**src/rtl/disp_wr_pkg.sv**
```systemverilog
package disp_wr_pkg;

    localparam logic [6:0] SPACE_CODE = 7'h20;

    // bit positions within a write word for the attribute/control target
    localparam int CUR_BIT   = 0;
    localparam int BDIS_BIT  = 1;
    localparam int MBLK_BIT  = 2;
    localparam int BRT_LSB   = 3;
    localparam int BRT_W     = 3;
    localparam int EFD_BIT   = 6;

    typedef struct packed {
        logic             mblk;
        logic [BRT_W-1:0] brt;
        logic             efd;
    } ctrl_t;

endpackage

```
**src/rtl/disp_wr_sync.sv**
```systemverilog
module disp_wr_sync #(
    parameter  int NUM_DIG = 4,
    parameter  int DW      = 7,
    localparam int AW      = $clog2(NUM_DIG)
) (
    input  logic          clk,
    input  logic          clr_n,
    input  logic          wr_n,
    input  logic          ce_a_n,
    input  logic          ce_b_n,
    input  logic          sel_char,
    input  logic [AW-1:0] addr,
    input  logic [DW-1:0] din,
    output logic          evt,
    output logic          evt_ce_ok,
    output logic          evt_sel,
    output logic [AW-1:0] evt_addr,
    output logic [DW-1:0] evt_data
);

    typedef struct packed {
        logic          wr_n;
        logic          ce_ok;
        logic          sel;
        logic [AW-1:0] addr;
        logic [DW-1:0] data;
    } smp_t;

    typedef struct packed {
        smp_t s1;
        smp_t s2;
    } pipe_t;

    pipe_t pipe_d, pipe_q;
    smp_t  idle_c;

    always_comb begin
        idle_c      = '0;
        idle_c.wr_n = 1'b1;
        pipe_d          = pipe_q;
        pipe_d.s1.wr_n  = wr_n;
        pipe_d.s1.ce_ok = ~ce_a_n & ~ce_b_n;
        pipe_d.s1.sel   = sel_char;
        pipe_d.s1.addr  = addr;
        pipe_d.s1.data  = din;
        pipe_d.s2       = pipe_q.s1;
        if (!clr_n) begin
            pipe_d.s1 = idle_c;
            pipe_d.s2 = idle_c;
        end
    end

    always_ff @(posedge clk) begin
        pipe_q <= pipe_d;
    end

    // rising strobe: newest sample high, previous sample low
    assign evt       = pipe_q.s1.wr_n & ~pipe_q.s2.wr_n;
    assign evt_ce_ok = pipe_q.s2.ce_ok;
    assign evt_sel   = pipe_q.s2.sel;
    assign evt_addr  = pipe_q.s2.addr;
    assign evt_data  = pipe_q.s2.data;

    // one commit per strobe transition
    a_r2_single_pulse: assert property (@(posedge clk) disable iff (!clr_n)
        evt |=> !evt);

    // a commit needs the strobe seen high after being seen low
    a_r2_needs_rise: assert property (@(posedge clk) disable iff (!clr_n)
        evt |-> $past(wr_n));

endmodule

```
**src/rtl/disp_wr_decode.sv**
```systemverilog
module disp_wr_decode #(
    parameter  int NUM_DIG = 4,
    localparam int AW      = $clog2(NUM_DIG)
) (
    input  logic               clk,
    input  logic               clr_n,
    input  logic               evt,
    input  logic               ce_ok,
    input  logic               sel,
    input  logic [AW-1:0]      addr,
    output logic [NUM_DIG-1:0] char_we,
    output logic [NUM_DIG-1:0] attr_we,
    output logic               ctrl_we
);

    logic go;
    assign go = evt & ce_ok;

    for (genvar g = 0; g < NUM_DIG; g++) begin : g_dig
        logic hit;
        assign hit        = go & (addr == AW'(g));
        assign char_we[g] = hit & sel;
        assign attr_we[g] = hit & ~sel;
    end

    assign ctrl_we = go & ~sel & (addr == '0);

    // one location class per commit
    a_r9_one_target: assert property (@(posedge clk) disable iff (!clr_n)
        $onehot0({char_we, attr_we}));

    // nothing enabled without a strobe event
    a_r1_no_event_no_we: assert property (@(posedge clk) disable iff (!clr_n)
        !evt |-> (char_we == '0 && attr_we == '0 && !ctrl_we));

endmodule

```
**src/rtl/disp_wr_store.sv**
```systemverilog
module disp_wr_store
    import disp_wr_pkg::*;
#(
    parameter int NUM_DIG = 4,
    parameter int DW      = 7
) (
    input  logic                  clk,
    input  logic                  clr_n,
    input  logic [NUM_DIG-1:0]    char_we,
    input  logic [NUM_DIG-1:0]    attr_we,
    input  logic                  ctrl_we,
    input  logic [DW-1:0]         data,
    output logic [NUM_DIG*DW-1:0] char_flat,
    output logic [NUM_DIG-1:0]    cursor_on,
    output logic [NUM_DIG-1:0]    blank_dis,
    output ctrl_t                 ctrl
);

    typedef struct packed {
        logic [NUM_DIG-1:0][DW-1:0] chr;
        logic [NUM_DIG-1:0]         cur;
        logic [NUM_DIG-1:0]         bdis;
        ctrl_t                      ctl;
    } st_t;

    st_t st_d, st_q;

    always_comb begin
        st_d = st_q;
        for (int i = 0; i < NUM_DIG; i++) begin
            if (char_we[i]) begin
                st_d.chr[i] = data;
            end
            if (attr_we[i]) begin
                st_d.cur[i]  = data[CUR_BIT];
                st_d.bdis[i] = data[BDIS_BIT];
            end
        end
        if (ctrl_we) begin
            st_d.ctl.mblk = data[MBLK_BIT];
            st_d.ctl.brt  = data[BRT_LSB +: BRT_W];
            st_d.ctl.efd  = data[EFD_BIT];
        end
        if (!clr_n) begin
            for (int i = 0; i < NUM_DIG; i++) begin
                st_d.chr[i] = DW'(SPACE_CODE);
            end
            st_d.cur  = '0;
            st_d.bdis = '0;
            st_d.ctl  = '0;
        end
    end

    always_ff @(posedge clk) begin
        st_q <= st_d;
    end

    assign char_flat = st_q.chr;
    assign cursor_on = st_q.cur;
    assign blank_dis = st_q.bdis;
    assign ctrl      = st_q.ctl;

    // no enable, no change anywhere
    a_r1_hold: assert property (@(posedge clk) disable iff (!clr_n)
        (char_we == '0 && attr_we == '0 && !ctrl_we) |=> $stable(st_q));

    // control word moves only on a digit-0 attribute write
    a_r6_ctrl_kept: assert property (@(posedge clk) disable iff (!clr_n)
        !ctrl_we |=> $stable(st_q.ctl));

    // control fields land from their data bits
    a_r5_ctrl_load: assert property (@(posedge clk) disable iff (!clr_n)
        ctrl_we |=> (st_q.ctl.mblk == $past(data[MBLK_BIT]) &&
                     st_q.ctl.brt  == $past(data[BRT_LSB +: BRT_W]) &&
                     st_q.ctl.efd  == $past(data[EFD_BIT])));

    // state right after clear release is the cleared pattern
    a_r7_cleared: assert property (@(posedge clk) disable iff (!clr_n)
        $rose(clr_n) |-> (st_q.cur == '0 && st_q.bdis == '0 &&
                          st_q.ctl == '0 &&
                          st_q.chr[0] == DW'(SPACE_CODE) &&
                          st_q.chr[NUM_DIG-1] == DW'(SPACE_CODE)));

endmodule

```
**src/rtl/disp_wr_port.sv**
```systemverilog
module disp_wr_port
    import disp_wr_pkg::*;
#(
    parameter  int NUM_DIG = 4,
    parameter  int DW      = 7,
    localparam int AW      = $clog2(NUM_DIG)
) (
    input  logic                  clk,
    input  logic                  clr_n,
    input  logic                  wr_n,
    input  logic                  ce_a_n,
    input  logic                  ce_b_n,
    input  logic                  sel_char,
    input  logic [AW-1:0]         addr,
    input  logic [DW-1:0]         din,
    output logic [NUM_DIG*DW-1:0] char_flat,
    output logic [NUM_DIG-1:0]    cursor_on,
    output logic [NUM_DIG-1:0]    blank_dis,
    output logic                  master_blank,
    output logic [BRT_W-1:0]      bright_code,
    output logic                  ext_fn_dis
);

    logic               evt, evt_ce_ok, evt_sel;
    logic [AW-1:0]      evt_addr;
    logic [DW-1:0]      evt_data;
    logic [NUM_DIG-1:0] char_we, attr_we;
    logic               ctrl_we;
    ctrl_t              ctrl;

    disp_wr_sync #(.NUM_DIG(NUM_DIG), .DW(DW)) u_sync (
        .clk       (clk),
        .clr_n     (clr_n),
        .wr_n      (wr_n),
        .ce_a_n    (ce_a_n),
        .ce_b_n    (ce_b_n),
        .sel_char  (sel_char),
        .addr      (addr),
        .din       (din),
        .evt       (evt),
        .evt_ce_ok (evt_ce_ok),
        .evt_sel   (evt_sel),
        .evt_addr  (evt_addr),
        .evt_data  (evt_data)
    );

    disp_wr_decode #(.NUM_DIG(NUM_DIG)) u_dec (
        .clk     (clk),
        .clr_n   (clr_n),
        .evt     (evt),
        .ce_ok   (evt_ce_ok),
        .sel     (evt_sel),
        .addr    (evt_addr),
        .char_we (char_we),
        .attr_we (attr_we),
        .ctrl_we (ctrl_we)
    );

    disp_wr_store #(.NUM_DIG(NUM_DIG), .DW(DW)) u_store (
        .clk       (clk),
        .clr_n     (clr_n),
        .char_we   (char_we),
        .attr_we   (attr_we),
        .ctrl_we   (ctrl_we),
        .data      (evt_data),
        .char_flat (char_flat),
        .cursor_on (cursor_on),
        .blank_dis (blank_dis),
        .ctrl      (ctrl)
    );

    assign master_blank = ctrl.mblk;
    assign bright_code  = ctrl.brt;
    assign ext_fn_dis   = ctrl.efd;

    // an enabled character commit lands in the addressed slot
    a_r3_char_land: assert property (@(posedge clk) disable iff (!clr_n)
        (evt && evt_ce_ok && evt_sel) |=>
            char_flat[$past(evt_addr)*DW +: DW] == $past(evt_data));

    // an enabled attribute commit sets the addressed flags
    a_r4_attr_land: assert property (@(posedge clk) disable iff (!clr_n)
        (evt && evt_ce_ok && !evt_sel) |=>
            (cursor_on[$past(evt_addr)] == $past(evt_data[CUR_BIT]) &&
             blank_dis[$past(evt_addr)] == $past(evt_data[BDIS_BIT])));

endmodule

```
**config.mk**
```make
export PLATFORM = sky130hd
export DESIGN_NAME = disp_wr_port
export DESIGN_NICKNAME = d
export VERILOG_FILES = /design/src/rtl/disp_wr_pkg.sv /design/src/rtl/disp_wr_sync.sv /design/src/rtl/disp_wr_decode.sv /design/src/rtl/disp_wr_store.sv /design/src/rtl/disp_wr_port.sv
export SDC_FILE = /design/constraint.sdc
export NUM_CORES = 1
export LEC_CHECK = 0
export ABC_AREA = 1
export BUFFER_PORTS_ARGS = -buffer_cell sky130_fd_sc_hd__buf_2
export CAP_MARGIN = 25
export CORE_ASPECT_RATIO = 0.8
export CORE_MARGIN = 1.5
export CORE_UTILIZATION = 50
export CTS_BUF_LIST = sky130_fd_sc_hd__clkbuf_2 sky130_fd_sc_hd__clkbuf_4 sky130_fd_sc_hd__clkbuf_8
export DETAILED_ROUTE_END_ITERATION = 7
export PLACE_DENSITY = 0.76
export SKIP_CTS_REPAIR_TIMING = 1
export SYNTH_ARGS = -nofsm -noshare
export SYNTH_HDL_FRONTEND = slang
export SYNTH_SLANG_ARGS = --single-unit
```
**constraint.sdc**
```tcl
create_clock -name clk -period 1.9 [get_ports clk]
set_clock_uncertainty 0.05 [all_clocks]
set_input_delay 0.57 -clock clk [delete_from_list [all_inputs] [get_ports clk]]
set_output_delay 0.57 -clock clk [all_outputs]
set_load 0.01 [all_outputs]
```
==> results by stage <==
Run status:
- The flow ran to the end, and the final reports show no timing, DRC or antenna violations.

Synth:
- After synthesis, the most frequently instantiated cells are sky130_fd_sc_hd__inv_1, sky130_fd_sc_hd__nand2_1, sky130_fd_sc_hd__dfxtp_1.
- The sequential cell area fraction in the yosys report is 47.21%.
- The synthesized area divided by synthesized cell count is 7.050 sq um.
- The cell area after synthesis is ~2800 sq um.
- Synthesis inferred 65 register bits.
- Synthesis produced 391 cells.
- For this run, the number of Yosys warnings is 0.
- The total nets after synthesis is 406.
- The cell with the most instances after synthesis is sky130_fd_sc_hd__inv_1.
- The largest total area in the synthesized netlist belongs to sky130_fd_sc_hd__dfxtp_1.
- The top-area cell type share of the netlist area is 47.21%.
- The number of distinct library cell variants in the gate-level netlist after synthesis is 18.
- By area the synthesized netlist is led by sky130_fd_sc_hd__dfxtp_1, sky130_fd_sc_hd__inv_1, sky130_fd_sc_hd__nand2_1.
- The synthesized design contains 0 enable-type register cells.
- The share of flip-flops with an asynchronous set or reset is 0%.
- The predominant post-synthesis flop cell is sky130_fd_sc_hd__dfxtp_1.

Route:
- The post-route antenna net violation count is 0.
- For this block, the initial DRC count from the detailed router was 185.
- The post-detailed-routing wire length is around 5.3 mm.
- The highest signal layer in the routed design is met4.
- The routed wire length on met3 is 421 microns.
- Detailed routing placed a total of about 2.4 mm of wire on met2.
- After detailed routing, the number of remaining DRC violations is 0.
- The post-route met1 wirelength is about 2.4 mm.
- The first TritonRoute pass finished after 4 iterations.
- The average wire length per cell after detail routing is roughly 11 microns.
- The routed layout has ~2,300 vias.
- The vias per cell is 4.544.

Clock network:
- The tree built by TritonCTS fans out to 65 sinks.
- Clock latency on the worst-skew pair, taken at its later pin, is 0.34 ns.
- The clock tree synthesis step divided the H-tree into 3 levels.
- The deepest clock path buffer count is 2.
- The clock tree root driver cell is sky130_fd_sc_hd__clkbuf_8.
- Clock-pin slew was measured on the worst setup and hold paths at 0.07 ns.
- The number of buffers created by CTS is 9.
- TritonCTS built the clock tree.

Hold path:
- The hold-critical path depth is 2.
- The worst hold path terminates at u_sync.pipe_q[22]$_SDFF_PN0_.
- The tightest min-delay check is of the input port to flip-flop type.
- The startpoint of the worst hold path is ce_b_n.

Global route:
- The number of antenna violations at the first check in global routing is 0.
- The number of global-route vias before repair is 1,959.
- The global-route wire length before repair is just under 9 mm.
- The total overflow reported by the global router is 0.
- The aggregate global-route resource usage is approximately a fifth.
- Entering global routing, the biggest net connects 58 pins.

Layout:
- The count of non-filler cells in the finished layout is 507.
- The combined flip-flop and latch cell area is 1301 sq um.
- The net count reported at finish is between 400 and 500.
- The total of fill cells in the finished design is 445.
- The area growth from synthesis to layout is 18.57%.
- The post-route netlist has roughly 20% of its cells at a drive strength greater than 1.
- Summing all multi-input logic gate instances after layout gives 927.1 sq um.
- 0 antenna diodes ended up in the layout.

Timing:
- The max-slew violation count came to 0.
- After routing, the total negative slack on setup checks comes to 0 ns.
- The final critical delay including setup and external delays is 1.525 ns.
- The worst slew slack as a fraction of its limit is slightly below 60%.
- The highest achievable clock rate is 0.6558 GHz.
- The share of the clock period used by the worst path is 80.25%.
- The transition time at the pin with the least slew margin is slightly above 0.6 ns.
- The number of endpoints failing setup at the final stage is 0.
- Setup repair after global routing left no endpoint under its margin.
- The count of final hold-check violations is 0.

Die:
- The cell row count is 23.
- Measured along the y axis, the die boundary spans roughly 69 microns.
- In this run the horizontal extent of the chip is 86.01 microns.
- The placeable core region is 5151 sq um.
- The die covers 5970 sq um.
- The starting density of the core is 53.51%.
- The number of top-level pins is 56.

Setup path:
- STA classifies the critical path endpoint as a flip-flop.
- The worst setup path is launched from a flip-flop.
- The required time at the worst-slack endpoint is roughly 2.1 ns.
- Walking the worst path, the cells encountered are buf_4, nand3_4, nand2_1, inv_1, nor2_1.
- STA puts the critical path data arrival time at 1.76 ns.
- Along the worst path, the maximum fanout reaches 18.
- The slowest stage of the critical path is the sky130_fd_sc_hd__dfxtp_1 cell.
- On the worst path, the slowest cell contributes a delay of around 0.71 ns.
- The worst flop-to-flop path endpoint is u_store.char_flat[16]$_SDFFE_PN0P_.
- The worst reg-to-reg setup slack is 0.38 ns.
- The length in cells of the worst reg-to-reg path is 5.
- The worst register-to-register path begins at u_sync.evt_sel$_SDFF_PN0_.
- The start-to-end type of the worst setup path is flip-flop to flip-flop.

Placement:
- The number of placed instances, taps included, is roughly 490.
- The post-detailed-placement half-perimeter wirelength is about 3.6 mm.
- At the end of routability-driven placement, the weighted congestion stood at 0.7946.
- The count of buffers inserted at the top-level ports is 55.

Power:
- The leakage power of the design is about 1.8 nW.
- Dividing total power by cell area gives a power density of approximately 860 nW/um^2.
- IR analysis of the VDD net gives a maximum drop of 513.8 uV.
- The power consumption is around 2.8 mW.

Job:
- The tool flagged a number of max-cap violations equal to 0.
## through the flow
stage / area [sq um] / hold slack [ns] / setup WS (ns) / utilization [%]
after global placement: 3038 / 0.3425 / 0.4763 / 58.98
after CTS: 3268 / 0.3173 / 0.3934 / 63.44
after global routing: 3268 / 0.3131 / 0.2172 / 63.44
after detailed placement: 3038 / 0.3479 / 0.4025 / 58.98
after floorplan: 2756 / 0.3405 / 0.6433 / -
final: 3268 / 0.3319 / 0.3752 / 63.44
## worst max path at each step
stage / start / end / slack [ns] / cells after the start
final: u_sync.evt_sel$_SDFF_PN0_ / u_store.char_flat[16]$_SDFFE_PN0P_ / 0.38 / 5
after global routing: u_sync.evt_sel$_SDFF_PN0_ / u_store.char_flat[27]$_SDFFE_PN0P_ / 0.22 / 4
after CTS: u_sync.evt_sel$_SDFF_PN0_ / u_store.char_flat[15]$_SDFFE_PN0P_ / 0.39 / 5
after detailed placement: u_sync.evt_sel$_SDFF_PN0_ / u_store.char_flat[15]$_SDFFE_PN0P_ / 0.40 / 5
after global placement: u_sync.evt_sel$_SDFF_PN0_ / u_store.ctrl[3]$_SDFFE_PN0P_ / 0.48 / 5
after floorplan: clr_n / u_store.char_flat[12]$_SDFFE_PN1P_ / 0.64 / 3
## per-layer routing
metal,vias up,track usage (%)
li1,1247,-
met1,979,23.67
met2,70,28.17
met3,8,8.095
met4,0,9.319
met5,-,0
## kinds of logic (layout without fill, tap and decap cells)
kind of cell	Yosys count	after routing	share of synthesized area [%]
buffers and inverters	128	182	19.16
DFF	65	65	47.21
and+or+nand+nor	198	198	33.64
## area by class of cell
cell class / count / share of cell area, %
multi-input combinational: 198 / 28.37
tap: 62 / 2.374
clock buffer: 15 / 6.126
inverter: 107 / 12.29
sequential: 65 / 39.82
timing repair buffer: 59 / 10.11
clock inverter: 1 / 0.9188
## critical path: cells and delay by family, from the launching register on
kind          cells  cell delay (ns)
buf+inv           2             0.38
flops             1             0.71
simple gates      3             0.32
## placed cells by master, fill, tap and decap left out
| cell | Yosys | layout |
|---|---|---|
| sky130_fd_sc_hd__clkbuf_8 | 0 | 14 |
| sky130_fd_sc_hd__nand2_1 | 101 | 101 |
| sky130_fd_sc_hd__bufinv_16 | 0 | 1 |
| sky130_fd_sc_hd__dfxtp_1 | 65 | 65 |
| sky130_fd_sc_hd__buf_4 | 5 | 2 |
| sky130_fd_sc_hd__inv_2 | 2 | 2 |
| sky130_fd_sc_hd__nor3_1 | 1 | 1 |
| sky130_fd_sc_hd__nor2_4 | 1 | 1 |
| sky130_fd_sc_hd__clkbuf_4 | 0 | 1 |
| sky130_fd_sc_hd__nand3_4 | 2 | 2 |
| sky130_fd_sc_hd__nand4_1 | 41 | 41 |
| sky130_fd_sc_hd__or2_2 | 2 | 2 |
| sky130_fd_sc_hd__nor2_1 | 37 | 37 |
| sky130_fd_sc_hd__nor2_2 | 3 | 3 |
| sky130_fd_sc_hd__buf_12 | 0 | 2 |
| sky130_fd_sc_hd__inv_1 | 105 | 105 |
| sky130_fd_sc_hd__nand3_1 | 6 | 6 |
| sky130_fd_sc_hd__nand3_2 | 4 | 4 |
| sky130_fd_sc_hd__buf_2 | 5 | 55 |
## power by group
group / total (mW) / switching (mW) / leakage (nW) / internal, mW
clock: 1.29 / 0.493 / 0.119 / 0.800
sequential: 1.40 / 0.0132 / 0.529 / 1.39
combinational: 0.120 / 0.0805 / 1.11 / 0.0396
total: 2.81 / 0.587 / 1.76 / 2.23
## sequential cells by signal, indices dropped and copies added (netlist names)
signal and flops:
u_store.ctrl 5, u_sync.evt_data 7, u_store.blank_dis 4, u_sync.evt_addr 2, u_store.cursor_on 4, u_sync.evt_ce_ok 1, u_store.char_flat 28, u_sync.evt_sel 1
u_sync.pipe_q 13
(Power assumes the default switching activity.)
